File: config.mk
export PLATFORM = sky130hd
export DESIGN_NAME = chr_bank_mirror
export DESIGN_NICKNAME = d
export VERILOG_FILES = /design/src/rtl/cbm_pkg.sv /design/src/rtl/cbm_bank_regs.sv /design/src/rtl/cbm_mirror_ctl.sv /design/src/rtl/cbm_chr_xlate.sv /design/src/rtl/chr_bank_mirror.sv
export SDC_FILE = /design/constraint.sdc
export NUM_CORES = 1
export LEC_CHECK = 0
export BUFFER_PORTS_ARGS = -buffer_cell sky130_fd_sc_hd__buf_2
export CORE_ASPECT_RATIO = 1.75
export CORE_MARGIN = 2
export CORE_UTILIZATION = 56
export DETAILED_ROUTE_END_ITERATION = 8
export PLACE_DENSITY = 0.83
export SYNTH_ARGS = -nofsm -noshare
export SYNTH_HDL_FRONTEND = slang
export SYNTH_SLANG_ARGS = --single-unit
File: constraint.sdc
create_clock -name clk -period 2.9 [get_ports clk]
set_clock_uncertainty 0.15 [all_clocks]
set_input_delay 0.29 -clock clk [delete_from_list [all_inputs] [get_ports clk]]
set_output_delay 0.29 -clock clk [all_outputs]
set_load 0.1 [all_outputs]
File: src/rtl/cbm_pkg.sv
`timescale 1ns/1ps
package cbm_pkg;
   typedef enum logic [1:0] {
      MIR_VERT   = 2'd0,
      MIR_HORZ   = 2'd1,
      MIR_ONE_LO = 2'd2,
      MIR_ONE_HI = 2'd3
   } mir_mode_t;

   localparam int unsigned SLOT_COUNT  = 8;
   localparam int unsigned SLOT_SEL_W  = $clog2(SLOT_COUNT);
   localparam int unsigned SLOT_OFS_W  = 10;
   localparam int unsigned CMD_W       = 4;
   localparam logic [CMD_W-1:0] CMD_MIRROR = 4'hC;
endpackage

File: src/rtl/cbm_bank_regs.sv
`timescale 1ns/1ps
module cbm_bank_regs
   import cbm_pkg::*;
#(
   parameter int unsigned BANK_W = 8
) (
   input  logic                                clk,
   input  logic                                rst_n,
   input  logic                                we,
   input  logic [CMD_W-1:0]                    cmd,
   input  logic [BANK_W-1:0]                   data,
   output logic [SLOT_COUNT-1:0][BANK_W-1:0]   bank_q
);
   generate
      if (BANK_W < SLOT_SEL_W) begin : g_bad_w
         $error("cbm_bank_regs: BANK_W too small for identity reset map");
      end
      if ((1 << CMD_W) <= SLOT_COUNT) begin : g_bad_cmd
         $error("cbm_bank_regs: command space cannot hold all slots");
      end
   endgenerate

   generate
      for (genvar s = 0; s < SLOT_COUNT; s++) begin : g_slot
         localparam logic [CMD_W-1:0]  MY_CMD   = CMD_W'(s);
         localparam logic [BANK_W-1:0] RST_BANK = BANK_W'(s);
         logic hit;
         assign hit = we && (cmd == MY_CMD);

         always_ff @(posedge clk) begin
            if (!rst_n)   bank_q[s] <= RST_BANK;
            else if (hit) bank_q[s] <= data;
         end


         slot_load_chk: assert property (@(posedge clk) disable iff (!rst_n)
            (we && cmd == MY_CMD) |=> (bank_q[s] == $past(data)));
      end
   endgenerate


   bank_ignore_chk: assert property (@(posedge clk) disable iff (!rst_n)
      (we && cmd >= CMD_W'(SLOT_COUNT)) |=> $stable(bank_q));


   bank_idle_chk: assert property (@(posedge clk) disable iff (!rst_n)
      (!we) |=> $stable(bank_q));
endmodule

File: src/rtl/cbm_mirror_ctl.sv
`timescale 1ns/1ps
module cbm_mirror_ctl
   import cbm_pkg::*;
(
   input  logic             clk,
   input  logic             rst_n,
   input  logic [1:0]       strap,
   input  logic             we,
   input  logic [CMD_W-1:0] cmd,
   input  logic [1:0]       data_lo,
   input  logic             a10,
   input  logic             a11,
   output mir_mode_t        mode_q,
   output logic             sel
);
   logic load;
   assign load = we && (cmd == CMD_MIRROR);

   always_ff @(posedge clk) begin
      if (!rst_n)    mode_q <= mir_mode_t'(strap);
      else if (load) mode_q <= mir_mode_t'(data_lo);
   end

   always_comb begin
      unique case (mode_q)
         MIR_VERT:   sel = a10;
         MIR_HORZ:   sel = a11;
         MIR_ONE_LO: sel = 1'b0;
         MIR_ONE_HI: sel = 1'b1;
         default:    sel = 1'b0;
      endcase
   end


   mode_load_chk: assert property (@(posedge clk) disable iff (!rst_n)
      (we && cmd == CMD_MIRROR) |=> (mode_q == $past(data_lo)));


   mode_ignore_chk: assert property (@(posedge clk) disable iff (!rst_n)
      (we && cmd != CMD_MIRROR) |=> $stable(mode_q));


   mode_idle_chk: assert property (@(posedge clk) disable iff (!rst_n)
      (!we) |=> $stable(mode_q));
endmodule

File: src/rtl/cbm_chr_xlate.sv
`timescale 1ns/1ps
module cbm_chr_xlate
   import cbm_pkg::*;
#(
   parameter int unsigned BANK_W = 8,
   parameter int unsigned FIT_W  = 7,
   localparam int unsigned OUT_W = BANK_W + SLOT_OFS_W
) (
   input  logic [SLOT_COUNT-1:0][BANK_W-1:0]  bank_q,
   input  logic [SLOT_SEL_W+SLOT_OFS_W-1:0]   vaddr,
   output logic [OUT_W-1:0]                   chr_addr
);
   logic [SLOT_SEL_W-1:0] slot;
   logic [BANK_W-1:0]     raw_bank;
   logic [BANK_W-1:0]     fit_bank;

   assign slot     = vaddr[SLOT_OFS_W +: SLOT_SEL_W];
   assign raw_bank = bank_q[slot];

   generate
      if (FIT_W == 0 || FIT_W > BANK_W) begin : g_bad_fit
         $error("cbm_chr_xlate: FIT_W must be in 1..BANK_W");
      end
      if (FIT_W == BANK_W) begin : g_full
         assign fit_bank = raw_bank;
      end else begin : g_masked
         localparam logic [BANK_W-1:0] FIT_MASK = BANK_W'((64'd1 << FIT_W) - 64'd1);
         assign fit_bank = raw_bank & FIT_MASK;
      end
   endgenerate

   assign chr_addr = {fit_bank, vaddr[SLOT_OFS_W-1:0]};
endmodule

File: src/rtl/chr_bank_mirror.sv
`timescale 1ns/1ps
module chr_bank_mirror
   import cbm_pkg::*;
#(
   parameter int unsigned BANK_W   = 8,
   parameter int unsigned FIT_BITS = 7,
   localparam int unsigned CHR_AW  = BANK_W + SLOT_OFS_W
) (
   input  logic               clk,
   input  logic               rst_n,
   input  logic [1:0]         mirror_strap,
   input  logic               cfg_we,
   input  logic [3:0]         cfg_cmd,
   input  logic [BANK_W-1:0]  cfg_data,
   input  logic [12:0]        ppu_addr,
   output logic [CHR_AW-1:0]  chr_addr,
   output logic               ntbl_sel
);
   logic [SLOT_COUNT-1:0][BANK_W-1:0] bank_q;
   mir_mode_t                         mode_q;

   cbm_bank_regs #(.BANK_W(BANK_W)) u_banks (
      .clk    (clk),
      .rst_n  (rst_n),
      .we     (cfg_we),
      .cmd    (cfg_cmd),
      .data   (cfg_data),
      .bank_q (bank_q)
   );

   cbm_mirror_ctl u_mirror (
      .clk     (clk),
      .rst_n   (rst_n),
      .strap   (mirror_strap),
      .we      (cfg_we),
      .cmd     (cfg_cmd),
      .data_lo (cfg_data[1:0]),
      .a10     (ppu_addr[10]),
      .a11     (ppu_addr[11]),
      .mode_q  (mode_q),
      .sel     (ntbl_sel)
   );

   cbm_chr_xlate #(.BANK_W(BANK_W), .FIT_W(FIT_BITS)) u_xlate (
      .bank_q   (bank_q),
      .vaddr    (ppu_addr),
      .chr_addr (chr_addr)
   );


   offset_pass_chk: assert property (@(posedge clk) disable iff (!rst_n)
      chr_addr[SLOT_OFS_W-1:0] == ppu_addr[SLOT_OFS_W-1:0]);


   slot_route_chk: assert property (@(posedge clk) disable iff (!rst_n)
      chr_addr[CHR_AW-1:SLOT_OFS_W + FIT_BITS - 1 + 1 - FIT_BITS] ==
      (bank_q[ppu_addr[12:10]] & BANK_W'((64'd1 << FIT_BITS) - 64'd1)));


   vert_sel_chk: assert property (@(posedge clk) disable iff (!rst_n)
      (mode_q == MIR_VERT) |-> (ntbl_sel == ppu_addr[10]));


   horz_sel_chk: assert property (@(posedge clk) disable iff (!rst_n)
      (mode_q == MIR_HORZ) |-> (ntbl_sel == ppu_addr[11]));


   single_sel_chk: assert property (@(posedge clk) disable iff (!rst_n)
      (mode_q == MIR_ONE_LO || mode_q == MIR_ONE_HI) |-> (ntbl_sel == mode_q[0]));
endmodule

== Word-level counts from Yosys, hierarchy flattened ==
Index checks and enable logic that the tools add are counted.

* Shift-type cells: 0
* Equality and inequality tests: 12
* Mux-type cells: 5
* Divide/modulo/power cells: 0
* Multiply operators: 0
* Bitwise logic cells: 0
* Reduce and logical (&&, ||, !) cells: 11
* $lt $le $gt $ge: 1
* Add/sub/neg operators: 0

{| class="wikitable"
|+ Operators with widths
! cell !! number
|-
| $bmux 8 s3 || 1
|-
| $eq 4x3->1 const B || 4
|-
| $logic_and 1x1->1 || 9
|-
| $eq 4x2->1 const B || 2
|-
| $mux 7 || 1
|-
| $eq 2x2->1 const B || 2
|-
| $eq 4x1->1 const B || 1
|-
| $eq 4x4->1 const B || 1
|-
| $logic_not 4->1 || 1
|-
| $lt 3x4->1 const B || 1
|-
| $mux 2 || 2
|-
| $pmux 1 s4 || 1
|-
| $eq 2x1->1 const B || 1
|-
| $logic_not 2->1 || 1
|-
| $ne 2x1->1 const B || 1
|}

* Register bits after elaboration: 66
* RAM bits: 0
* Latch bits: 0
* ROM bits: 0
* Input port bits: 30
* Memories kept: 0
* Word-level logic and storage cells: 38

== Logic depth before layout (Yosys ltp) ==
* Word-level depth: 4
* Mapped depth: 5
* Depth with buffers taken out: 3

== Hierarchy ==
A second synthesis with hierarchy kept.

* Cells, all modules: 285
* Area total of the unflattened synthesis: 3134.3 um2

{| class="wikitable"
|+ By module, submodules not included
! module !! seq. area each (um2) !! times used !! cells each !! area each (um2)
|-
| cbm_bank_regs || 1281.2 || 1 || 238 || 2432.3
|-
| cbm_chr_xlate || 0.0 || 1 || 37 || 571.8
|-
| cbm_mirror_ctl || 60.1 || 1 || 10 || 130.1
|}

== Least setup slack after synthesis ==
OpenSTA, ideal clock, no wires.

* Path kind: input-to-output
* Start: input port ppu_addr[10]
* End: output port ntbl_sel
* Stages: 3
* Arrival time: 2.742 ns
* Setup slack: -0.282 ns
* Cells stage by stage: clkbuf_1 > nand2b_1 > o21ai_0

* Longest elaborated chain between the ends: 1

{| class="wikitable"
|+ Ends and longest elaborated chain
! element !! line !! source
|-
| start: declaration || chr_bank_mirror.sv:15 || <nowiki>input logic [12:0] ppu_addr,</nowiki>
|-
| $pmux 1 s4 || cbm_mirror_ctl.sv:25 || <nowiki>unique case (mode_q)</nowiki>
|-
| end: declaration || chr_bank_mirror.sv:17 || <nowiki>output logic ntbl_sel</nowiki>
|}

Every way passes these cells.

== Worst setup path after layout ==
* Start: input port ppu_addr[11]
* End: output port chr_addr[13]

* Longest elaborated chain between the ends: 2

{| class="wikitable"
|+ Ends and longest elaborated chain
! element !! line !! source
|-
| $bmux 8 s3 || cbm_chr_xlate.sv:18 || <nowiki>assign raw_bank = bank_q[slot];</nowiki>
|-
| $mux 7 (implied by the code) || cbm_chr_xlate.sv:18 ||
|-
| end: declaration || chr_bank_mirror.sv:16 || <nowiki>output logic [CHR_AW-1:0] chr_addr,</nowiki>
|}

Every way passes these cells. The select of a mux whose other input is x is not followed.

==> reports/results.ini <==
[status]
outcome=completed

[detailed_routing]
via_per_inst=5.84
wire_per_inst_microns=17.6
dr.pass1.iters=4
vias=1910
ant_nets=0
drt_wl_total_microns=5750
route.detailed.drc=0
initialDrtViolationCount=53

[die]
pin_count=49
core_sq_um=4710
rows=33
die-area_sq_um=5550
start_util_pct=58.9
die_h_microns=97.1
die_x_microns=57.2

[synth]
synth.net_count=286
ys_seq_area_share_pct=42.6
synth_top_family_by_area=multiplexers
yosys.area_share.simple_pct=13.8
netlist_area_sq_um=2770
synth_compound_area_share_pct=1.81
synth_top_cell_by_area=dfxtp_1
ys_warn_count=0
ys_ff_latch=58
yosysTopAreaCellShare_pct=40.5
synth_cell_type_count=25
syn_inst=256
synth_fa_ha_area_share_pct=0
yosys.area_share.xor_xnor_pct=0
synthMuxAreaShare_pct=34.9
synth_area_leaders=dfxtp_1, mux2i_1, mux4_1, nand2_1, buf_4
avgSynthCellArea_sq_um=10.8

[power_and_ir_drop]
p_per_area_nw_per_um2=582
p_leak_nw=1.52
report.power.total_mw=1.76
ir_drop_mv=0.615

[sta]
grt_setup_unrepaired=false
slew_headroom_pct=48.5
setup_viol_count_final=0
slew_viol_final=0
max_slew.worst_pin.slew_ns=0.772
period_minus_slack_ns=2.32
finalHoldViolCount=0
setup_tns_ns=0
fmax_mhz=431
fin_crit_sh_pct=80.0

[worst_hold_path]
hold_path.class=input pin to flip-flop

[global_route]
grt.total_usage_pct=22.4
antenna_found_initial=0
grt_pass1_vias=1911
grt_overflow=0
grt_pass1_wl_microns=9340
grt_max_degree=48

[clock_tree]
ctsHoldBuffers=0
cts-htree-levels=3
max-clock-path-buffers=2
cts_setup_buffers=0
numCtsBuffers=9
insertion_delay_ns=0.33
path_clk_slew_ns=0.06
root_buffer=clkbuf_8
numClockSinks=58
cts_tree=done
cts_resized=0

[place]
io_buffers=26
hpwl_microns=3680
gp_congestion=0.809

[setup_path]
crit_top_cell=buf_2
crit_type=input pin to output port
path_delay_family=multiplexers
cp-start-kind=input pin
crit_chain=buf_2, mux4_1, mux2_2, buf_2
cp.arrival_ns=1.88
cp_num_buf_inv=2
cpPeakStageDelay_ns=0.63
cp-end-kind=output port
crit_fanout=15
required_ns=2.46
critPathSlowestCell=mux4_1

[cells_and_area]
final_common_cell=dfxtp_1
area_delta_synth_final_pct=9.44
insertedDiodeCount=0
drive_above_1_share_pct=19.3
final_util_pct=64.4
nNetsFinal=300
most-common-layout-cells=dfxtp_1, nand2_1, mux2i_1

[job]
drv_cap=0

[worst register-to-register path: cells and delay by family (launching register included)]
family	cells	cell delay, ns
muxes	1	0.08
DFF	1	0.30
and+or+nand+nor	1	0.13
[metal layers]
| layer | up-vias | global-route usage (%) | share of wire (%) |
|---|---|---|---|
| met5 | - | 0 | 0 |
| met4 | 0 | 14.7 | 4.3 |
| met2 | 55 | 35.9 | 49 |
| met1 | 921 | 25.7 | 42 |
| li1 | 913 | - | - |
| met3 | 21 | 5.73 | 4.2 |
[stage by stage]
step | hold slack (ns) | worst slack, ns | std cells | area [sq um]
5_1_grt | 0.118 | 0.543 | 327 | 3030
3_3_place_gp | 0.288 | 0.613 | 311 | 2830
6_report | 0.109 | 0.579 | 327 | 3030
3_5_place_dp | 0.294 | 0.622 | 311 | 2830
4_1_cts | 0.101 | 0.582 | 327 | 3030
2_1_floorplan | 0.280 | 0.469 | 256 | 2770
[cells in the mapped netlist]
cell type	number
and3_1	1
and3b_1	1
mux2i_1	52
conb_1	1
nand2_2	3
inv_1	6
buf_2	2
nor2b_1	13
nor3b_1	1
edfxtp_1	2
and2_1	2
buf_8	1
o211ai_1	4
mux2_2	7
buf_4	12
nand2_1	55
o21ai_0	4
buf_6	1
nand4_1	1
nor2_1	1
mux4_1	14
clkbuf_1	10
nand3_1	5
nand2b_1	1
dfxtp_1	56
[final timing paths]
| path | from | endpoint | slack (ns) | depth (start not counted) |
|---|---|---|---|---|
| max | ppu_addr[11] | chr_addr[13] | 0.58 | 4 |
| min | cfg_data[0] | u_banks.bank_q[40] | 0.11 | 3 |
| max reg2reg | u_banks.bank_q[24] | u_banks.bank_q[24] | 2.11 | 2 |
| min reg2reg | u_banks.bank_q[46] | u_banks.bank_q[46] | 0.30 | 2 |
[registers in the layout (all words and copies together), names as in the netlist]
signal / count
u_banks.bank_q: 56
u_mirror.mode_q: 2
[where the power goes]
part	switching (mW)	total [mW]	internal [mW]
combinational	0.122	0.173	0.0518
clock	0.303	0.769	0.467
sequential	0.00616	0.821	0.815
[cells by family after synthesis]
| group | count (synthesis) |
|---|---|
| AO/OA/AOI/OAI | 8 |
| buffers and inverters | 32 |
| other | 1 |
| flip-flops | 58 |
| AND/OR/NAND/NOR | 84 |
| multiplexers | 73 |
[cell type report]
type | instances | area (sq um)
Tap cell | 52 | 65.1
Timing Repair Buffer | 29 | 153
Inverter | 6 | 22.5
Sequential cell | 58 | 1180
Clock buffer | 14 | 173
Clock inverter | 2 | 35.0
Multi-Input combinational cell | 166 | 1400
Fill cell | 377 | 1670
Note: power is estimated with default switching activity, not from simulation.
